[config.mk]
export PLATFORM = sky130hd
export DESIGN_NAME = mp_cmpxchg_arbiter
export DESIGN_NICKNAME = d
export VERILOG_FILES = /design/src/rtl/mpx_pkg.sv /design/src/rtl/mpx_rr_arbiter.sv /design/src/rtl/mpx_decode.sv /design/src/rtl/mpx_word_store.sv /design/src/rtl/mp_cmpxchg_arbiter.sv
export SDC_FILE = /design/constraint.sdc
export NUM_CORES = 1
export LEC_CHECK = 0
export ABC_AREA = 1
export BUFFER_PORTS_ARGS = -buffer_cell sky130_fd_sc_hd__buf_2
export CORE_MARGIN = 3
export CORE_UTILIZATION = 40
export DETAILED_ROUTE_END_ITERATION = 6
export GPL_TIMING_DRIVEN = 0
export SLEW_MARGIN = 20
export SYNTH_ARGS = -nofsm -noshare
export SYNTH_HDL_FRONTEND = slang
export SYNTH_SLANG_ARGS = --single-unit
export TNS_END_PERCENT = 50
[constraint.sdc]
create_clock -name clk -period 6.5 [get_ports clk]
set_input_delay 0.975 -clock clk [delete_from_list [all_inputs] [get_ports clk]]
set_output_delay 0.975 -clock clk [all_outputs]
set_load 0.005 [all_outputs]
[src/rtl/mpx_pkg.sv]
// Package: shared opcode values, controller states and request kinds for
// the shared-memory arbiter. Assumes 8-bit operation codes.
package mpx_pkg;

    localparam logic [7:0] OP_LOAD    = 8'h01;
    localparam logic [7:0] OP_STORE   = 8'h02;
    localparam logic [7:0] OP_LDIND   = 8'h05;
    localparam logic [7:0] OP_STIND   = 8'h06;
    localparam logic [7:0] OP_CMPXCHG = 8'h15;
    localparam logic [7:0] OP_GETPID  = 8'h16;
    localparam logic [7:0] OP_GETCNT  = 8'h17;

    typedef enum logic [1:0] {
        ST_IDLE = 2'd0,
        ST_EXEC = 2'd1,
        ST_SWAP = 2'd2
    } mpx_state_e;

    typedef enum logic [2:0] {
        K_READ  = 3'd0,
        K_WRITE = 3'd1,
        K_CAS   = 3'd2,
        K_PID   = 3'd3,
        K_CNT   = 3'd4,
        K_BAD   = 3'd5
    } mpx_kind_e;

endpackage

[src/rtl/mpx_rr_arbiter.sv]
// Rotating-priority arbiter. Picks the first requester at or after the
// pointer, and moves the pointer past the winner whenever a grant is issued.
// Assumes the caller holds enable low while the bus is busy or locked.
module mpx_rr_arbiter #(
    parameter int NPORT = 4,
    localparam int PW = (NPORT > 1) ? $clog2(NPORT) : 1
) (
    input  logic             clk,
    input  logic             rst_n,
    input  logic             enable,
    input  logic [NPORT-1:0] req,
    output logic [NPORT-1:0] grant,
    output logic [PW-1:0]    grant_idx
);

    logic [PW-1:0] ptr_q;
    logic          found;

    // Search the request vector starting at the pointer.
    always_comb begin
        found     = 1'b0;
        grant_idx = '0;
        for (int i = 0; i < NPORT; i++) begin
            int j;
            j = int'(ptr_q) + i;
            if (j >= NPORT) j = j - NPORT;
            if (!found && req[j]) begin
                found     = 1'b1;
                grant_idx = PW'(j);
            end
        end
    end

    // Gate the one-hot grant by enable and by a winner being found.
    always_comb begin
        grant = '0;
        if (enable && found) grant[grant_idx] = 1'b1;
    end

    // Advance the pointer to the port after the winner.
    always_ff @(posedge clk) begin
        if (!rst_n) begin
            ptr_q <= '0;
        end else if (enable && found) begin
            if (int'(grant_idx) == NPORT - 1) ptr_q <= '0;
            else                              ptr_q <= grant_idx + PW'(1);
        end
    end

    p_grant_requested_r2: assert property (@(posedge clk) disable iff (!rst_n)
        (grant & ~req) == '0);

    p_grant_onehot_r2: assert property (@(posedge clk) disable iff (!rst_n)
        $onehot0(grant));

endmodule

[src/rtl/mpx_decode.sv]
// Request decoder. Maps an operation code to a request kind and forms the
// effective address: PC-relative for direct and exchange requests, and
// base-relative for indirect ones. The sum wraps at the data width.
module mpx_decode
    import mpx_pkg::*;
#(
    parameter int DW = 16
) (
    input  logic [7:0]    op,
    input  logic [DW-1:0] pc,
    input  logic [DW-1:0] off,
    input  logic [DW-1:0] base,
    output mpx_kind_e     kind,
    output logic [DW-1:0] addr
);

    // Classify the opcode and select the address base.
    always_comb begin
        kind = K_BAD;
        addr = '0;
        unique case (op)
            OP_LOAD:    begin kind = K_READ;  addr = pc + off;   end
            OP_STORE:   begin kind = K_WRITE; addr = pc + off;   end
            OP_LDIND:   begin kind = K_READ;  addr = base + off; end
            OP_STIND:   begin kind = K_WRITE; addr = base + off; end
            OP_CMPXCHG: begin kind = K_CAS;   addr = pc + off;   end
            OP_GETPID:  kind = K_PID;
            OP_GETCNT:  kind = K_CNT;
            default:    kind = K_BAD;
        endcase
    end

endmodule

[src/rtl/mpx_word_store.sv]
// Word memory owned by the arbiter: reads are combinational and the single
// write port is synchronous. All words clear on reset. Assumes the caller
// only writes in-range indices.
module mpx_word_store #(
    parameter int DEPTH = 16,
    parameter int DW    = 16,
    localparam int MW = (DEPTH > 1) ? $clog2(DEPTH) : 1
) (
    input  logic          clk,
    input  logic          rst_n,
    input  logic          we,
    input  logic [MW-1:0] idx,
    input  logic [DW-1:0] wdata,
    output logic [DW-1:0] rdata
);

    logic [DW-1:0] words [DEPTH];

    genvar w;
    generate
        for (w = 0; w < DEPTH; w++) begin : g_word
            // Hold one word; load it when the write index selects it.
            always_ff @(posedge clk) begin
                if (!rst_n)                           words[w] <= '0;
                else if (we && int'(idx) == w)        words[w] <= wdata;
            end
        end
    endgenerate

    // Read the addressed word, returning zero for an index past the depth.
    always_comb begin
        rdata = '0;
        if (int'(idx) < DEPTH) rdata = words[idx];
    end

    p_write_in_range_r8: assert property (@(posedge clk) disable iff (!rst_n)
        we |-> (int'(idx) < DEPTH));

endmodule

[src/rtl/mp_cmpxchg_arbiter.sv]
// Shared-memory arbiter with an atomic compare-exchange. It serves one port
// at a time. An exchange keeps the bus locked from its read to its
// conditional write, and results return on the requester's lane with a
// one-cycle done pulse. Assumes a port holds its request fields steady
// until it sees ready.
module mp_cmpxchg_arbiter
    import mpx_pkg::*;
#(
    parameter int NPORT = 4,
    parameter int DEPTH = 16,
    parameter int DW    = 16,
    localparam int PW = (NPORT > 1) ? $clog2(NPORT) : 1,
    localparam int MW = (DEPTH > 1) ? $clog2(DEPTH) : 1
) (
    input  logic                      clk,
    input  logic                      rst_n,
    input  logic [NPORT-1:0]          req_valid,
    input  logic [NPORT-1:0][7:0]     req_op,
    input  logic [NPORT-1:0][DW-1:0]  req_pc,
    input  logic [NPORT-1:0][DW-1:0]  req_off,
    input  logic [NPORT-1:0][DW-1:0]  req_a,
    input  logic [NPORT-1:0][DW-1:0]  req_b,
    output logic [NPORT-1:0]          req_ready,
    output logic [NPORT-1:0]          rsp_done,
    output logic [NPORT-1:0]          rsp_err,
    output logic [NPORT-1:0][DW-1:0]  rsp_data
);

    mpx_state_e    state;
    logic [PW-1:0] g_idx;
    logic [PW-1:0] cur_q;
    mpx_kind_e     kind_q;
    mpx_kind_e     sel_kind;
    logic [DW-1:0] addr_q, a_q, b_q;
    logic [DW-1:0] sel_addr;
    logic [7:0]    sel_op;
    logic [DW-1:0] sel_pc, sel_off, sel_a, sel_b;
    logic          in_range;
    logic [DW-1:0] rdata;
    logic          mem_we;
    logic [DW-1:0] mem_wdata;
    logic          cas_hit;
    logic          fin, fin_err;
    logic [DW-1:0] fin_data;
    logic [NPORT-1:0] done_q, err_q;
    logic [DW-1:0] data_q;
    logic          idle;

    assign idle = (state == ST_IDLE);

    mpx_rr_arbiter #(.NPORT(NPORT)) u_arb (
        .clk       (clk),
        .rst_n     (rst_n),
        .enable    (idle),
        .req       (req_valid),
        .grant     (req_ready),
        .grant_idx (g_idx)
    );

    // Steer the winning port's request fields to the decoder.
    always_comb begin
        sel_op  = req_op[g_idx];
        sel_pc  = req_pc[g_idx];
        sel_off = req_off[g_idx];
        sel_a   = req_a[g_idx];
        sel_b   = req_b[g_idx];
    end

    mpx_decode #(.DW(DW)) u_dec (
        .op   (sel_op),
        .pc   (sel_pc),
        .off  (sel_off),
        .base (sel_b),
        .kind (sel_kind),
        .addr (sel_addr)
    );

    assign in_range  = (addr_q < DW'(DEPTH));
    assign cas_hit   = (state == ST_EXEC) && (kind_q == K_CAS) && in_range && (rdata == a_q);
    assign mem_we    = ((state == ST_EXEC) && (kind_q == K_WRITE) && in_range) || (state == ST_SWAP);
    assign mem_wdata = (state == ST_SWAP) ? b_q : a_q;

    mpx_word_store #(.DEPTH(DEPTH), .DW(DW)) u_mem (
        .clk   (clk),
        .rst_n (rst_n),
        .we    (mem_we),
        .idx   (addr_q[MW-1:0]),
        .wdata (mem_wdata),
        .rdata (rdata)
    );

    // Sequence the controller: accept, execute, optional locked write.
    always_ff @(posedge clk) begin
        if (!rst_n) begin
            state  <= ST_IDLE;
            cur_q  <= '0;
            kind_q <= K_BAD;
            addr_q <= '0;
            a_q    <= '0;
            b_q    <= '0;
        end else begin
            unique case (state)
                ST_IDLE: if (|req_valid) begin
                    state  <= ST_EXEC;
                    cur_q  <= g_idx;
                    kind_q <= sel_kind;
                    addr_q <= sel_addr;
                    a_q    <= sel_a;
                    b_q    <= sel_b;
                end
                ST_EXEC: state <= cas_hit ? ST_SWAP : ST_IDLE;
                ST_SWAP: state <= ST_IDLE;
                default: state <= ST_IDLE;
            endcase
        end
    end

    // Decide whether this cycle completes the request, and with what result.
    always_comb begin
        fin      = 1'b0;
        fin_err  = 1'b0;
        fin_data = '0;
        if (state == ST_EXEC) begin
            unique case (kind_q)
                K_READ: begin
                    fin = 1'b1;
                    if (in_range) fin_data = rdata;
                    else          fin_err  = 1'b1;
                end
                K_WRITE: begin
                    fin     = 1'b1;
                    fin_err = !in_range;
                end
                K_CAS: begin
                    if (!in_range) begin
                        fin     = 1'b1;
                        fin_err = 1'b1;
                    end else if (rdata != a_q) begin
                        fin      = 1'b1;
                        fin_data = rdata;
                    end
                end
                K_PID: begin
                    fin      = 1'b1;
                    fin_data = DW'(cur_q);
                end
                K_CNT: begin
                    fin      = 1'b1;
                    fin_data = DW'(NPORT);
                end
                default: begin
                    fin     = 1'b1;
                    fin_err = 1'b1;
                end
            endcase
        end else if (state == ST_SWAP) begin
            fin      = 1'b1;
            fin_data = a_q;
        end
    end

    // Register the response onto the owning port's lane for one cycle.
    always_ff @(posedge clk) begin
        if (!rst_n) begin
            done_q <= '0;
            err_q  <= '0;
            data_q <= '0;
        end else begin
            for (int p = 0; p < NPORT; p++) begin
                done_q[p] <= fin && (int'(cur_q) == p);
                err_q[p]  <= fin && fin_err && (int'(cur_q) == p);
            end
            data_q <= fin_data;
        end
    end

    // Present the result only on the lane whose done is high.
    always_comb begin
        for (int p = 0; p < NPORT; p++) begin
            rsp_data[p] = done_q[p] ? data_q : '0;
        end
    end
    assign rsp_done = done_q;
    assign rsp_err  = err_q;

    p_one_ready_r2: assert property (@(posedge clk) disable iff (!rst_n)
        $onehot0(req_ready));

    p_one_done_r10: assert property (@(posedge clk) disable iff (!rst_n)
        $onehot0(rsp_done));

    p_done_pulse_r10: assert property (@(posedge clk) disable iff (!rst_n)
        (|rsp_done) |=> (rsp_done == '0));

    p_err_with_done_r8: assert property (@(posedge clk) disable iff (!rst_n)
        (rsp_err & ~rsp_done) == '0);

    p_ready_starts_exec_r7: assert property (@(posedge clk) disable iff (!rst_n)
        (|req_ready) |=> (state == ST_EXEC));

    p_swap_owner_held_r7: assert property (@(posedge clk) disable iff (!rst_n)
        (state == ST_SWAP) |-> ($past(state) == ST_EXEC && $stable(cur_q) && $stable(addr_q)));

    p_swap_matched_r5: assert property (@(posedge clk) disable iff (!rst_n)
        (state == ST_SWAP) |-> ($past(kind_q) == K_CAS && $past(rdata) == a_q));

endmodule

; Yosys cells after proc, flatten, opt, wreduce, memory -nomap -nowiden
; Memory sizes are Yosys's and may differ from the RTL's. A register that Yosys moved wholly into a read port is not among the register bits.
; Cells that the tools add are included.
[totals]
n_memories = 1
ramBits = 256
latchBits = 0
output_inout_bits = 76
register_bits = 81
word_cells = 264
rom_bits = 0
[op_classes]
div_mod_pow = 0
n_reduce_logical = 52
n_shift = 0
order_cmp = 11
mul = 0
n_eq_ne = 35
mux = 129
n_bitwise = 16
addsub = 10
[memory_table]
columns = memory, words, width, rd, rd_clocked_by_memory_dff, wr, line
row1 = u_mem.words, 16, 16, 1, 1, 16, mpx_word_store.sv:17  ; logic [DW-1:0] words [DEPTH];
[op_table]
columns = cell, count
row1 = 16-bit 2-to-1 mux, 30
row2 = 16-bit binary-select mux with 2-bit select, 4
row3 = 32-bit by 4-bit < comparator with 1-bit output (second input constant), 4
row4 = 32-bit 2-to-1 mux, 4
row5 = 32-bit by 4-bit greater-or-equal comparator with 1-bit output (second input constant), 3
row6 = 32-bit by 4-bit subtractor with 32-bit output (second input constant), 3
row7 = 1-bit 2-to-1 mux, 69
row8 = 16-bit case mux with 4 select lines, 1
row9 = 1-bit logical AND, 35
row10 = 16-bit adder, 2
row11 = 4-bit equality test (second input constant), 8
row12 = 16-bit case mux with 2 select lines, 1
row13 = 8-bit by 5-bit equality test with 1-bit output (second input constant), 3
row14 = 8-bit binary-select mux with 2-bit select, 1
row15 = 16-bit equality test, 1
row16 = 4-bit by 3-bit equality test with 1-bit output (second input constant), 4
row17 = 8-bit by 3-bit equality test with 1-bit output (second input constant), 2
row18 = 16-bit by 5-bit < comparator with 1-bit output (second input constant), 1
row19 = 16-bit != test, 1
row20 = 1-bit bitwise OR, 16
row21 = 3-bit case mux with 5 select lines, 1
row22 = 2-bit 2-to-1 mux, 7
row23 = 4-bit 2-to-1 mux, 3
row24 = 2-bit OR reduction, 5
row25 = 30 further kinds, 44

; Longest topological paths before layout
; Gate-level depths: netlist (run 1).
[depth]
word_depth = 22
depth_mapped = 40

; Modules after synthesis
; Synthesis (run 1) repeated with hierarchy kept, for this count alone.
[unflattened]
cells_unflattened = 2732
hier_area_um2 = 19683.9
[modules_own_cells]
columns = mod, area_per_inst_um2, instances, cells_each
row1 = mpx_word_store, 12126.6, 1, 1389
row2 = mp_cmpxchg_arbiter, 5749.3, 1, 1010
row3 = mpx_decode, 1296.2, 1, 248
row4 = mpx_rr_arbiter, 511.7, 1, 85

; Worst setup path before layout (run 1)
; OpenSTA, ideal clock, no wires.
[synth_timing]
kind = input -> register
from = input req_valid[3]
to = register addr_q[14]
path_buffers = 4
setup_time_ns = 0.068
path_stages = 32
setup_slack_ns = 1.752
t_arrival_ns = 4.680
path_cell_list = inv_1 > nand2_1 > nand3_1 > nand2_2 > inv_2 > nand3_4 > nand3_4 > buf_8 > buf_6 > buf_2 > buf_2 > nand2_1 > a32oi_1 > nor2_1 > a31oi_1 > ha_1 > inv_1 > fa_1 > nor2_1 > o21ai_0 > and2_1 > o211ai_1 > nand2_1 > nand2_1 > a21oi_1 > o21ai_0 > nand2_1 > nand2_1 > a21oi_1 > xnor2_1 > nand2_1 > a21oi_2
[synth_via]
elab_chain_len = 18
[synth_rtl]
columns = element, line
row1 = "start, declared", mp_cmpxchg_arbiter.sv:17  ; input logic [NPORT-1:0] req_valid,
row2 = branches (longest 18 deep; another with 1-bit binary-select mux with 2-bit select), -
row3 = "end signal, assigned", mp_cmpxchg_arbiter.sv:107  ; addr_q <= sel_addr;
row4 = "end, declared", mp_cmpxchg_arbiter.sv:34  ; logic [DW-1:0] addr_q, a_q, b_q;
; Parallel ways; which one is timed is not known. The select of a mux whose other input is x is not followed.
; A chain may end at the register's enable or synchronous reset.

; Worst setup path after layout (run 1)
[layout_timing]
from = input req_valid[1]
to = register addr_q[14]
; Same word-level chain as after synthesis.

==> tab_implementation.tex, run 1 <==
\begin{tabular}{lr}
\hline
Metric & Value \\
\hline
\multicolumn{2}{l}{\textbf{Run status}} \\
Status & completed \\
\multicolumn{2}{l}{\textbf{Power and ir drop}} \\
Total Power Consumption & 0.0105 W \\
Highest ir drop seen on vdd & 495 uV \\
Static leakage & 9.85 nW \\
PwrDens & about 470 nW/um\^{}2 \\
\multicolumn{2}{l}{\textbf{STA}} \\
Worst clock skew & 19.9 ps \\
Setup repair after global routing missed its margin & false \\
Final-layout setup total negative slack & 0 ps \\
Final Hold Fails & 0 \\
Least-Margin Pin Slew & 1190 ps \\
Slew Viols, Final & 0 \\
Setup Viol. Count Final & 0 \\
Final worst path period need & 5720 ps \\
Maximum achievable frequency & 175 MHz \\
Period Utilization, post-route & a little under 90\% \\
Worst slack on hold paths & around 470 ps \\
Worst rel slew slack & 20.2\% \\
\multicolumn{2}{l}{\textbf{Logic synthesis}} \\
Area of the mapped netlist & roughly 19,000 um\^{}2 \\
Share of the synthesized area in the top cell type & 41.1\% \\
Count of distinct cell types in the synthesized netlist & 54 \\
Share of the yosys chip area belonging to registers & between 50\% and 60\% \\
Post-synthesis sequential element count & approximately 340 \\
Ys async rst share & 0\% \\
Flip-flop cell with the highest count after synthesis & edfxtp\_1 \\
Warnings from Yosys & 0 \\
Number of enable flip-flop cells after synthesis & 256 \\
Gate Count Post-Synth & between 2,000 and 2,500 \\
Mean Syn Cell Area & about 8.1 um\^{}2 \\
Post-Synthesis Net Count & 2,613 \\
Top cells by area in the synthesized netlist & edfxtp\_1 (41\%), nor2\_1 (11\%), dfxtp\_1 (9.1\%) \\
Library cell with the largest summed area after synthesis & edfxtp\_1 \\
\multicolumn{2}{l}{\textbf{GRT}} \\
Initial antenna violation count & 3 \\
Global-route wire length before repair & 118 mm \\
Total global routing overflow & 0 \\
Pin count of the biggest net entering global routing & 17 \\
Total GRT Usage & 31.9\% \\
Via count of the first global-routing pass & around 18,000 \\
\multicolumn{2}{l}{\textbf{Critical path}} \\
Slowest cell on the critical path & clkbuf\_1 \\
Max Fanout on Critical Path & 10 \\
Critical path data required time & 6970 ps \\
Worst endpoint data arrival time & 6190 ps \\
CP Class & in2reg \\
Cell repeated most along the worst path & nand2\_1 \\
Kind of end point of the critical path & flip-flop \\
Depth of the worst register-to-register path & 32 \\
Buffer and inverter count on the worst path & 6 \\
Number of cells on the critical path & 31 \\
Family with the most delay on the worst path & buffers and inverters \\
Slowest stage delay, CP & 520 ps \\
Sort of element at the start of the critical path & input pin \\
\multicolumn{2}{l}{\textbf{Cells and area}} \\
Total area of sequential cells & 9390 um\^{}2 \\
Share of post-route cells with drive strength above 1 & between 20\% and 30\% \\
Count of filler cells inserted in the layout & 4,512 \\
Multi-input gate area in the final layout & 7870 um\^{}2 \\
Final nets & between 3,000 and 4,000 \\
Antenna Diode Count & 0 \\
Layout overhead on the synthesized area & 20.6\% \\
\multicolumn{2}{l}{\textbf{Floorplan}} \\
Die width & 222 um \\
Placeable core region & 45,800 um\^{}2 \\
Number of I/O pins & 370 \\
Initial core utilization & approximately 41\% \\
Area enclosed by the die boundary & 49,400 um\^{}2 \\
Number of core rows & 78 \\
Die extent in y & 222 um \\
\multicolumn{2}{l}{\textbf{Placed design}} \\
Gp weighted congestion & $\sim$0.98 \\
Quantity of I/O buffers inserted on ports & 369 \\
Post-detailed-placement half-perimeter wirelength & between 60 and 70 mm \\
\multicolumn{2}{l}{\textbf{Clock network}} \\
Buffer count from post-CTS setup fixing & 0 \\
Htree depth & 2 \\
Largest buffer count on any clock path & 3 \\
Clock tree from TritonCTS & done \\
Post-cts sizing count & 0 \\
Clock latency on the worst-skew pair & 540 ps \\
Number of buffers added to fix hold violations after cts & 0 \\
Register clock-pin slew on the reported worst setup and hold paths & 60 ps \\
Clock sink total & 341 \\
TritonCTS buffer count & 37 \\
Clock Root Buffer & clkbuf\_16 \\
\multicolumn{2}{l}{\textbf{Detailed routing}} \\
Number of detailed-route iterations in the first pass & 6 \\
Number of routed nets with antenna violations & 0 \\
Total detailed-routing wirelength & roughly 82 mm \\
Vias/cell & about 5.7 \\
Total number of vias & about 19,000 \\
Iteration-0 DRC count of the detailed router & about 2,200 \\
Total DRC errors in the routed layout & 0 \\
Routed wirelength normalized by instance count & around 25 um \\
\multicolumn{2}{l}{\textbf{Hold path}} \\
Cell count of the worst hold path & 2 \\
Worst min-delay path category & reg2reg \\
\multicolumn{2}{l}{\textbf{Run}} \\
\# Max-Cap Violations & 0 \\
\hline
\end{tabular}
-- cells in the mapped netlist (all sizes together), types with 19 or more instances --
master  number
o21ai      257
o211ai      39
a21oi       93
dfxtp       85
nand3       79
o22ai       53
nand2      390
ha          19
edfxtp     256
o221ai      39
clkbuf      94
inv        188
buf         70
nor2       528
-- per-stage QoR --
stage / util (%) / std cells / instance area [um^2] / setup slack, ps
2_1_floorplan: - / 2299 / 18700 / 1750
3_3_place_gp: 46.5 / 3268 / 21300 / 384
3_5_place_dp: 46.7 / 3270 / 21400 / 318
4_1_cts: 49.3 / 3334 / 22600 / 869
5_1_grt: 49.3 / 3334 / 22600 / 383
6_report: 49.3 / 3334 / 22600 / 780
-- where the power goes --
| part | total (W) | leakage (nW) | internal, W | switching [W] |
|---|---|---|---|---|
| sequential | 0.00264 | 3.34 | 0.00251 | 0.000126 |
| clock | 0.00210 | 0.563 | 0.00123 | 0.000877 |
| combinational | 0.00577 | 5.94 | 0.00177 | 0.00401 |
-- routing by layer --
metal	wire, um	GRT usage, %
met2	38400	53.5
met4	3910	13.3
met1	31900	40.5
met5	37	0
met3	7900	6.08
-- sequential cells by signal, summed over array words and instances, names as in the netlist, named ones only --
name and flops:
data_q 16, u_arb.ptr_q 2, kind_q 3, b_q 16, rsp_done 4, a_q 16
addr_q 16, u_mem.words 256, state 2, cur_q 2, rsp_err 4
-- placed cells by master (no fill, tap or decap), types with 39 or more instances in the layout --
| cell type | synthesis | layout |
|---|---|---|
| nor2_1 | 525 | 525 |
| inv_1 | 179 | 179 |
| o22ai_1 | 53 | 53 |
| a21oi_1 | 83 | 83 |
| nand3_1 | 65 | 65 |
| o21ai_0 | 231 | 229 |
| nand2_1 | 367 | 363 |
| dfxtp_1 | 85 | 85 |
| edfxtp_1 | 256 | 256 |
| clkbuf_1 | 93 | 102 |
| o211ai_1 | 39 | 39 |
| buf_2 | 55 | 424 |
| o221ai_1 | 39 | 39 |
-- kinds of logic after synthesis --
logic type | Yosys count | share of synthesized area (%)
AO/OA/AOI/OAI | 518 | 16.4
flip-flops | 341 | 50.2
AND/OR/NAND/NOR | 1048 | 23.3
buffers and inverters | 355 | 7.93
XOR/XNOR | 13 | 0.609
adder cells (fa/ha/maj) | 20 | 1.38
multiplexers | 4 | 0.214
-- worst reg2reg max path, delay by kind of cell (launching register included) --
family	cells	cell delay, ps
AOI/OAI and AO/OA	8	1350
adders and majority gates	2	750
DFF	1	320
and+or+nand+nor	15	1490
xor gates and xnor gates	1	140
buffers and inverters	6	1500
-- path summary, 6_finish.rpt --
path                  start          to  slack, ps
max            req_valid[1]  addr_q[14]        780
min reg2reg      addr_q[12]  addr_q[12]        470
min              addr_q[12]  addr_q[12]        470
max reg2reg  u_arb.ptr_q[0]  addr_q[14]        870
-- final cells by class --
class                   count  area share, %
flip-flops and latches    341           41.6
clock inverters            16          0.799
clock buffers              48           4.38
plain buffers             164           3.36
inverters                 191           3.22
multi-input cells        1603           34.9
well taps                 600           3.33
repair buffers            371           8.43
(Power assumes the default switching activity.)
==> run 2: changes to the inputs <==
--- a/config.mk
+++ b/config.mk
@@ -7,7 +7,7 @@
 export LEC_CHECK = 0
 export ABC_AREA = 1
 export BUFFER_PORTS_ARGS = -buffer_cell sky130_fd_sc_hd__buf_2
-export CORE_MARGIN = 3
+export CORE_MARGIN = 2
 export CORE_UTILIZATION = 40
 export DETAILED_ROUTE_END_ITERATION = 6
 export GPL_TIMING_DRIVEN = 0
==> run 2 against run 1 <==
Worst setup slack got worse by 260 ps. Final cell count rose by 0.36%. Die area fell by 1.8%. Hold slack got worse by 3.7 ps. Combinational power rose by 3%. Register-to-register slack got worse by 210 ps. Global-route usage rose by 0.24 points. Sequential share of layout area rose by 0.18 points. Core utilization fell by 0.83 points. Clock-buffer cell count rose by 4. Sequential power barely moved. Power rose by 0.61%. Critical endpoint unchanged. Largest power group unchanged. Highest routed layer unchanged.
==> tab_implementation.tex, run 2 (same netlist as run 1, synthesis figures left out) <==
\begin{tabular}{lr}
\hline
Metric & Value \\
\hline
\multicolumn{2}{l}{\textbf{Run status}} \\
Status & completed \\
\multicolumn{2}{l}{\textbf{Critical path}} \\
Depth of the worst register-to-register path & 32 \\
Worst endpoint data arrival time & between 6000 and 7000 ps \\
CP Class & in2reg \\
Critical path destination & addr\_q[14] \\
Sort of element at the start of the critical path & input pin \\
Worst r2r src & u\_arb.ptr\_q[0] \\
Register-to-register path setup slack & 660 ps \\
Kind of end point of the critical path & flip-flop \\
Max Fanout on Critical Path & 10 \\
Slowest cell on the critical path & clkbuf\_1 \\
Family with the most delay on the worst path & compound AO/OA/AOI/OAI gates \\
Buffer and inverter count on the worst path & 6 \\
Cell repeated most along the worst path & nand2\_1 \\
Critical path data required time & just under 7000 ps \\
Startpoint of the most critical setup path & req\_valid[3] \\
Slowest stage delay, CP & 600 ps \\
Number of cells on the critical path & 31 \\
Endpoint of the worst register-to-register path & addr\_q[14] \\
\multicolumn{2}{l}{\textbf{Cells and area}} \\
Final nets & 3,022 \\
Layout overhead on the synthesized area & 20.1\% \\
Most common cell after layout, fill and taps aside & nor2\_1 \\
Count of filler cells inserted in the layout & 4,579 \\
Largest register by flop count & u\_mem.words \\
Number of flip-flops in the largest register & 256 \\
Commonest cells after routing, fill and taps aside & nor2\_1 (525), buf\_2 (424), nand2\_1 (367) \\
Share of post-route cells with drive strength above 1 & between 20 and 25\% \\
\multicolumn{2}{l}{\textbf{Clock network}} \\
Buffer count from post-CTS setup fixing & 0 \\
Post-cts sizing count & 0 \\
Number of buffers added to fix hold violations after cts & 0 \\
Clock sink total & 341 \\
Clock tree from TritonCTS & done \\
Largest buffer count on any clock path & 3 \\
Clock Root Buffer & clkbuf\_16 \\
Register clock-pin slew on the reported worst setup and hold paths & 60 ps \\
Clock latency on the worst-skew pair & roughly 540 ps \\
TritonCTS buffer count & 36 \\
Htree depth & 2 \\
\multicolumn{2}{l}{\textbf{Floorplan}} \\
Area enclosed by the die boundary & 48,500 um\^{}2 \\
Initial core utilization & 40.4\% \\
Number of core rows & 79 \\
Die extent in y & 220 um \\
Number of I/O pins & 370 \\
Placeable core region & 46,400 um\^{}2 \\
Die width & 220 um \\
\multicolumn{2}{l}{\textbf{STA}} \\
Final Hold Fails & 0 \\
Period Utilization, post-route & between 90 and 100\% \\
Worst rel slew slack & 30.6\% \\
Setup repair after global routing missed its margin & false \\
Worst slack on hold paths & 468 ps \\
Least-Margin Pin Slew & $\sim$1000 ps \\
Maximum achievable frequency & around 170 MHz \\
Slew Viols, Final & 0 \\
Final worst path period need & 5980 ps \\
Final-layout setup total negative slack & 0 ps \\
Setup Viol. Count Final & 0 \\
Worst clock skew & just over 20 ps \\
\multicolumn{2}{l}{\textbf{GRT}} \\
Total global routing overflow & 0 \\
Global-route wire length before repair & 114 mm \\
Pin count of the biggest net entering global routing & 17 \\
Via count of the first global-routing pass & approximately 18,000 \\
Initial antenna violation count & 5 \\
Total GRT Usage & between 30\% and 40\% \\
\multicolumn{2}{l}{\textbf{Detailed routing}} \\
Total detailed-routing wirelength & 80.8 mm \\
Total number of vias & roughly 19,000 \\
Vias/cell & 5.66 \\
Routed wirelength normalized by instance count & 24.1 um \\
Number of detailed-route iterations in the first pass & 6 \\
Total DRC errors in the routed layout & 0 \\
Iteration-0 DRC count of the detailed router & $\sim$2,200 \\
Number of routed nets with antenna violations & 0 \\
\multicolumn{2}{l}{\textbf{Power and ir drop}} \\
Highest ir drop seen on vdd & 356 uV \\
Static leakage & 9.82 nW \\
PwrDens & roughly 470 nW/um\^{}2 \\
\multicolumn{2}{l}{\textbf{Hold path}} \\
Worst min-delay path category & reg2reg \\
Cell count of the worst hold path & 2 \\
\multicolumn{2}{l}{\textbf{Placed design}} \\
Quantity of I/O buffers inserted on ports & 369 \\
Post-detailed-placement half-perimeter wirelength & 62.2 mm \\
Gp weighted congestion & 1.02 \\
\multicolumn{2}{l}{\textbf{Run}} \\
\# Max-Cap Violations & 0 \\
\hline
\end{tabular}
-- run 2: cell count changes in the layout (fill, tap and decap cells not counted), moves of 3 or more --
cell / before / now
bufinv_16: 4 / 1
clkbuf_2: 1 / 4
clkinv_1: 9 / 6
diode_2: 0 / 6
nand2_1: 363 / 367
nand2_2: 21 / 17
-- run 2: routing by layer --
metal / global-route usage (%) / share of wire (%) / vias to the layer above
met4: 13.8 / 4.6 / 2
li1: - / - / 8598
met5: 0 / 0.014 / -
met2: 52.5 / 46 / 1148
met1: 41.6 / 39 / 8994
met3: 6.21 / 9.6 / 187
-- run 2: worst min path at each step --
| stage | from | endpoint | slack [ps] |
|---|---|---|---|
| 2_1_floorplan | addr_q[9] | addr_q[9] | 450 |
| 3_3_place_gp | addr_q[9] | addr_q[9] | 450 |
| 3_5_place_dp | addr_q[10] | addr_q[10] | 460 |
| 6_report | addr_q[10] | addr_q[10] | 470 |
| 5_1_grt | addr_q[12] | addr_q[12] | 490 |
| 4_1_cts | addr_q[10] | addr_q[10] | 470 |
-- run 2: cell type report --
class	count	area, um^2	area share [%]
sequential	341	9390	41.8
clock buffer	52	1020	4.54
clock inverter	11	81.3	0.362
multi-input combinational	1603	7840	34.9
antenna	6	15.0	0.0668
timing repair buffer	371	1870	8.34
buffer	164	757	3.37
tap	607	759	3.38
inverter	191	727	3.24
-- run 2: per-stage QoR --
stage                     power, W  cells  cell area, um^2  worst slack [ps]  util [%]
after floorplan            0.00639   2299            18700              1750         -
after global placement     0.00841   3275            21300               222      46.0
after detailed placement   0.00846   3277            21300               130      46.1
after CTS                   0.0104   3340            22400               703      48.4
after global routing        0.0111   3340            22400               212      48.4
final                       0.0106   3346            22500               521      48.5
-- run 2: worst register-to-register path, delay by kind of cell, from the launching register on --
kind / cells / cell delay (ps)
AO/OA/AOI/OAI: 8 / 1550
buffers and inverters: 6 / 1520
adder cells (fa/ha/maj): 2 / 700
AND/OR/NAND/NOR: 15 / 1480
flip-flops: 1 / 320
XOR/XNOR: 1 / 170
-- run 2: power by group --
| group | switching [W] | total, W | internal, W | leakage (nW) |
|---|---|---|---|---|
| sequential | 0.000124 | 0.00264 | 0.00251 | 3.34 |
| clock | 0.000853 | 0.00198 | 0.00113 | 0.547 |
| combinational | 0.00420 | 0.00596 | 0.00176 | 5.93 |
| total | 0.00518 | 0.0106 | 0.00540 | 9.82 |
